## src/rtl/dsr_pkg.sv

```systemverilog
package dsr_pkg;
  localparam int REG_W    = 64;
  localparam int SYN_W    = 24;
  localparam int LIVE_W   = 32;
  localparam int FLAG_BIT = 31;
  localparam int FMT_BIT  = 24;
  localparam int WU_HI    = 17;
  localparam int WU_LO    = 16;
  localparam int AET_HI   = 12;
  localparam int AET_LO   = 10;
  localparam int EA_BIT   = 9;
  localparam int WNRV_BIT = 7;
  localparam int WNR_BIT  = 6;
  localparam int FSC_HI   = 5;

  typedef logic [REG_W-1:0] word_t;
endpackage

```

## src/rtl/dsr_mask_gen.sv

```systemverilog
module dsr_mask_gen
  import dsr_pkg::*;
(
  input  logic  free_fmt,
  input  logic  ext_report,
  input  logic  sync_src,
  output word_t mask
);
  always_comb begin
    mask = '0;
    mask[FLAG_BIT] = sync_src;
    mask[FMT_BIT]  = 1'b1;
    if (free_fmt) begin
      mask[SYN_W-1:0] = '1;
    end else begin
      mask[AET_HI:AET_LO] = '1;
      mask[EA_BIT]        = 1'b1;
      mask[FSC_HI:0]      = '1;
      if (ext_report) begin
        mask[WU_HI:WU_LO] = '1;
        mask[WNRV_BIT]    = 1'b1;
        mask[WNR_BIT]     = 1'b1;
      end
    end
  end
endmodule

```

## src/rtl/dsr_store.sv

```systemverilog
module dsr_store #(
  parameter int W = 64
) (
  input  logic         clk,
  input  logic         rst_n,
  input  logic         cap_en,
  input  logic [W-1:0] cap_val,
  input  logic         wr_en,
  input  logic [W-1:0] wr_val,
  output logic [W-1:0] nxt,
  output logic [W-1:0] q
);
  always_comb begin
    nxt = q;
    if (cap_en)     nxt = cap_val;
    else if (wr_en) nxt = wr_val;
  end

  always_ff @(posedge clk) begin
    if (!rst_n) q <= '0;
    else        q <= nxt;
  end

  AST_CAPTURE_WINS: assert property (@(posedge clk) disable iff (!rst_n)
    (cap_en && wr_en) |=> (q == $past(cap_val)));
  AST_IDLE_HOLD: assert property (@(posedge clk) disable iff (!rst_n)
    (!cap_en && !wr_en) |=> $stable(q));
endmodule

```

## src/rtl/dsr_rd_port.sv

```systemverilog
module dsr_rd_port #(
  parameter int W = 64
) (
  input  logic         clk,
  input  logic         rst_n,
  input  logic         rd_en,
  input  logic [W-1:0] fwd_val,
  output logic         rd_valid,
  output logic [W-1:0] rd_data
);
  always_ff @(posedge clk) begin
    if (!rst_n) begin
      rd_valid <= 1'b0;
      rd_data  <= '0;
    end else begin
      rd_valid <= rd_en;
      if (rd_en) rd_data <= fwd_val;
    end
  end

  AST_RD_IDLE: assert property (@(posedge clk) disable iff (!rst_n)
    !rd_en |=> !rd_valid);
endmodule

```

## src/rtl/defer_syn_reg.sv

```systemverilog
module defer_syn_reg
  import dsr_pkg::*;
(
  input  logic             clk,
  input  logic             rst_n,
  input  logic             cfg_ext_report,
  input  logic             cfg_sync_src,
  input  logic             bar_valid,
  input  logic             bar_pending,
  input  logic             bar_free_fmt,
  input  logic [SYN_W-1:0] bar_syndrome,
  input  logic             sw_wr_en,
  input  logic [REG_W-1:0] sw_wr_data,
  input  logic             sw_rd_en,
  output logic             rd_valid,
  output logic [REG_W-1:0] rd_data
);
  word_t cap_mask, wr_mask, cap_raw, st_nxt, st_q;
  logic  cap_en;

  assign cap_en = bar_valid && bar_pending;

  always_comb begin
    cap_raw            = '0;
    cap_raw[FLAG_BIT]  = 1'b1;
    cap_raw[FMT_BIT]   = bar_free_fmt;
    cap_raw[SYN_W-1:0] = bar_syndrome;
  end

  dsr_mask_gen u_cap_mask (
    .free_fmt   (bar_free_fmt),
    .ext_report (cfg_ext_report),
    .sync_src   (cfg_sync_src),
    .mask       (cap_mask)
  );

  dsr_mask_gen u_wr_mask (
    .free_fmt   (sw_wr_data[FMT_BIT]),
    .ext_report (cfg_ext_report),
    .sync_src   (cfg_sync_src),
    .mask       (wr_mask)
  );

  dsr_store #(.W(REG_W)) u_store (
    .clk     (clk),
    .rst_n   (rst_n),
    .cap_en  (cap_en),
    .cap_val (cap_raw & cap_mask),
    .wr_en   (sw_wr_en),
    .wr_val  (sw_wr_data & wr_mask),
    .nxt     (st_nxt),
    .q       (st_q)
  );

  dsr_rd_port #(.W(REG_W)) u_rd (
    .clk      (clk),
    .rst_n    (rst_n),
    .rd_en    (sw_rd_en),
    .fwd_val  (st_nxt),
    .rd_valid (rd_valid),
    .rd_data  (rd_data)
  );

  AST_RSV_ZERO: assert property (@(posedge clk) disable iff (!rst_n)
    (st_q[REG_W-1:LIVE_W] == '0) && (st_q[30:25] == '0));
  AST_FLAG_SET: assert property (@(posedge clk) disable iff (!rst_n)
    (cap_en && cfg_sync_src) |=> st_q[FLAG_BIT]);
  AST_FLAG_OFF: assert property (@(posedge clk) disable iff (!rst_n)
    ((cap_en || sw_wr_en) && !cfg_sync_src) |=> !st_q[FLAG_BIT]);
  AST_FIXED_RSV: assert property (@(posedge clk) disable iff (!rst_n)
    !st_q[FMT_BIT] |-> (st_q[23:18] == '0 && st_q[15:13] == '0 && !st_q[8]));
  AST_READ_FWD: assert property (@(posedge clk) disable iff (!rst_n)
    sw_rd_en |=> (rd_valid && rd_data == st_q));
endmodule

```

## config.mk

```make
export PLATFORM = sky130hd
export DESIGN_NAME = defer_syn_reg
export DESIGN_NICKNAME = d
export VERILOG_FILES = /design/src/rtl/dsr_pkg.sv /design/src/rtl/dsr_mask_gen.sv /design/src/rtl/dsr_store.sv /design/src/rtl/dsr_rd_port.sv /design/src/rtl/defer_syn_reg.sv
export SDC_FILE = /design/constraint.sdc
export NUM_CORES = 1
export LEC_CHECK = 0
export CAP_MARGIN = 40
export CORE_ASPECT_RATIO = 0.9
export CORE_UTILIZATION = 45
export DETAILED_ROUTE_END_ITERATION = 16
export PLACE_DENSITY = 0.86
export SYNTH_ARGS = -nofsm -noshare
export SYNTH_HDL_FRONTEND = slang
export SYNTH_SLANG_ARGS = --single-unit
export TNS_END_PERCENT = 30
```

## constraint.sdc

```tcl
create_clock -name clk -period 1.3 [get_ports clk]
set_input_delay 0.13 -clock clk [delete_from_list [all_inputs] [get_ports clk]]
set_output_delay 0.13 -clock clk [all_outputs]
set_load 0.02 [all_outputs]
```

# After elaboration in Yosys (flattened, before gate mapping)
# Index checks and enable logic that the tools add are counted.
# W data, S select, Z words.
# totals
out_inout_bits	65
latchBits	0
elab_cells	19
in_bits	97
mem_bits_ro	0
register_bits	129
ram_bits	0
memories	0
# classes
shifts	0
magnitude_cmp	0
n_mux	13
reduce_logical	1
n_eq_ne	0
n_bitwise	2
n_div	0
n_addsub	0
multipliers	0
# op_table
op	n
$mux W64	2
$and A64 B32 Y64	1
$and A32 B32 Y32	1
$mux W8	2
$mux W6	2
$mux W2	3
$mux W3	2
$mux W1	2
$logic_and A1 B1 Y1	1

# Longest topological paths before layout
# depth
ltp_word	5
mapped_depth	5
depth_no_buf	3

# Hierarchy
# Synthesis repeated with hierarchy kept, for this count alone.
# unflattened
hier_cells	787
area_unflattened_um2	7367.1
# modules_own_cells
module	n_inst	seq_area_each_um2	cells_per_inst	area_each_um2
dsr_store	1	1281.2	356	3337.0
dsr_rd_port	1	1301.2	208	2489.9
dsr_mask_gen	2	0.0	66	486.7
defer_syn_reg	1	0.0	91	566.8

# Worst setup path before layout
# OpenSTA, ideal clock, no wires.
# synth_path
path_type	in2reg
from	input port bar_valid
to	register u_rd.rd_data[31]
t_arrival_ns	0.922
slack_ns	0.246
stages	5
path_buffers	2
required_time_ns	1.168
setup_time_ns	0.132
cell_sequence	buf_4 > clkbuf_1 > a22o_1 > a22oi_1 > a21oi_1
# synth_via
elab_chain_len	2
# synth_lines
element	line_no	source
from (decl)	defer_syn_reg.sv:8	input logic bar_valid,
$logic_and A1 B1 Y1	defer_syn_reg.sv:21	assign cap_en = bar_valid && bar_pending;
$mux W64	dsr_store.sv:15	if (cap_en) nxt = cap_val;
to (signal assigned)	dsr_rd_port.sv:17	if (rd_en) rd_data <= fwd_val;
to (decl)	dsr_rd_port.sv:9	output logic [W-1:0] rd_data
# No other way between the ends.
# A chain may end at the register's enable or synchronous reset.

# Worst setup path after layout
# layout_path
from	register u_rd.rd_data[17]
to	output port rd_data[17]
# layout_rtl
element	line_no	source
to (decl)	defer_syn_reg.sv:16	output logic [REG_W-1:0] rd_data
# No word-level cell between the ends.

==> out/qor.yml <==
hold_viol: 0
grt_usage_pct: 24.39
fin_setup_tns_ns: 0
clkTransAtPathRegs_ns: 0.05
drt_iter0_markers: 202
switching_share_pct: 22.07
power_uw: 9548
ant_nets: 0
htreeDepth: 4
gp_congestion: 0.8201
fin_crit_ns: 1.258
core_um2: 9827
cts.sinks: 129
setup-violations-final: 0
vias_per_cell: 5.514
cts_tree: "yes"
synth_xor_xnor_area_share_pct: 0
ys_seq_elements: 129
crit_path_max_fanout: 2
slowest_stage: "dlygate4sd2_1"
synthCells: 491
dieArea_um2: 10700
required_ns: 1.17
cp_cell_sequence: "dlygate4sd2_1"
slew_viol_final: 0
die_w_um: 108.9
dr.max_layer_used: "met4"
setup_ws_ns: 0.04227
final_common_cell: "dfxtp_1"
criticalPathCategory: "reg2out"
hp-start: "sw_rd_en"
max_freq_mhz: 795.1
seqPwrFrac_pct: 43.1
worst_pin_slew_ns: 0.2601
antenna_found_initial: 0
synth_mux_area_share_pct: 2.378
clock_skew_ns: 0.005565
wl_met2_um: 6177
path_buf_inv: 1
fin_nets: 714
startpoint: "u_rd.rd_data[17]"
critPathLaunchType: "register"
dpl.cell_count: 724
r2r-start: "u_store.q[2]"
yosysTopAreaCell: "dfxtp_1"
switching_power_uw: 2107
synthAdderAreaFrac_pct: 0
slew_headroom_pct: 82.16
die_h_um: 98.24
critPathArrivalTime_ns: 1.13
p_comb_share_pct: 9.5
synth_area_um2: 4631
holdWs_ns: 0.2289
syn_nets: 588
wl_met3_um: 651
n_antenna_cell: 0
final_cell_count_no_fill: 755
drv_cap: 0
crit_path_end_kind: "output port"
ff2ff_setup_slack_ns: 0.36
crit_family: "buffers and inverters"
clkPwrFrac_pct: 47.5
rsz0062_at_grt: "false"
max_stage_delay_ns: 0.39
layout_common_cells: "dfxtp_1 (129), dlygate4sd2_1 (65), a21oi_1 (63)"
grt_max_degree: 50
synth_compound_area_share_pct: 17.62
dp_slack_ns: -0.2681
avgSynthCellArea_um2: 9.431
port_buffers: 123
m1WireLength_um: 5385
num_vias: 4163
routedWlPerCell_um: 16.50
cts_buffers: 17
ys_warn_count: 0
drt_pass1_iterations: 5
p_leak_uw: 0.002935
cts_setup_buffers: 0
power_density_nw_per_um2: 1441
grt_pass1_wl_um: 19910
layout-drive-gt1-share_pct: 10.65
yosys.area_share.simple_pct: 19.21
root_buffer: "clkbuf_16"
worst_ir_drop_vdd_v: 0.0009822
clock_path_buffers: 2
power.internal_uw: 7440
fp-row-count: 34
synthTopCellsByArea: "dfxtp_1 (56%), a21oi_1 (6.8%), nand3_1 (5.3%), and3_1 (5.1%), nand2_1 (4.4%)"
syn_to_final_growth_pct: 43.07
drc: 0
synth_top_area_share_pct: 55.77
io_pins: 162
start_util_pct: 47.12
finalCritPeriodShare_pct: 96.75
grt_pass1_vias: 4100
ys_seq_area_share_pct: 55.77
ys_types: 30
synth_top_family_by_area: "simple AND/OR/NAND/NOR gates"
grt-ovfl-total: 0
status: "complete, no violations"
dpl.hpwl_um: 8207
clk_latency_ns: 0.40
hp-class: "in2reg"
wl_um: 12460
[metal layers]
layer / track usage [%] / vias up
met5: 0 / -
met4: 11.23 / 0
met3: 6.208 / 16
met2: 40.83 / 131
met1: 29.03 / 2000
li1: - / 2016
[synth_stat cells]
cell type / n
clkbuf_1: 31
a21boi_2: 1
o21ai_0: 15
and3_1: 38
buf_4: 2
nand2_1: 54
a32oi_1: 3
or2_2: 1
clkinv_1: 2
nand3_1: 49
a211o_1: 11
o211a_4: 1
and3b_1: 11
a41oi_1: 1
clkbuf_2: 1
a21oi_4: 1
a21oi_1: 63
nor2_1: 2
and4_1: 10
buf_6: 2
a22o_1: 1
a22oi_1: 1
nand2_2: 1
mux2i_1: 11
a31oi_1: 24
buf_1: 2
buf_2: 11
a211oi_1: 11
inv_1: 1
dfxtp_1: 129
[kinds of logic after synthesis]
family                 count (synthesis)
multiplexers                          11
AND/OR/NAND/NOR                      166
AO/OA/AOI/OAI                        133
flip-flops                           129
buffers and inverters                 52
[sequential cells by signal (all words and copies together), names as in the netlist]
name and flops:
u_rd.rd_valid 1, u_store.q 64, u_rd.rd_data 64
[path summary, 6_finish.rpt]
check / to / cells after the start
setup / recovery: rd_data[17] / 1
hold / removal: u_rd.rd_data[50] / 4
setup reg to reg: u_rd.rd_data[2] / 3
hold reg to reg: u_rd.rd_data[50] / 2
[repair_timing]
action	in CTS	in global routing
gates resized for setup	65	0
hold buffers	0	0
endpoints found under the setup margin	65	0
[power by group through the flow]
| stage | Combinational [uW] | Clock, uW | Sequential, uW |
|---|---|---|---|
| finish | 903 | 4530 | 4110 |
| global route | 969 | 4780 | 4120 |
| CTS | 901 | 4580 | 4110 |
| detailed placement | 928 | 0 | 4190 |
| global placement | 903 | 0 | 4190 |
| floorplan | 390 | 0 | 4250 |
[per-stage QoR]
step	utilization, %	area [um2]
floorplan	-	4631
global placement	62.49	6141
detailed placement	62.49	6141
CTS	67.42	6625
global route	67.42	6625
finish	67.42	6625
[cell type report]
cell class | count | area, um2
fill | 755 | 3202
sequential | 129 | 2582
multi-input combinational | 310 | 1815
timing repair buffer | 156 | 1493
clock buffer | 25 | 485.5
tap | 126 | 157.7
clock inverter | 6 | 80.08
inverter | 3 | 11.26
Note: power is estimated with default switching activity, not from simulation.
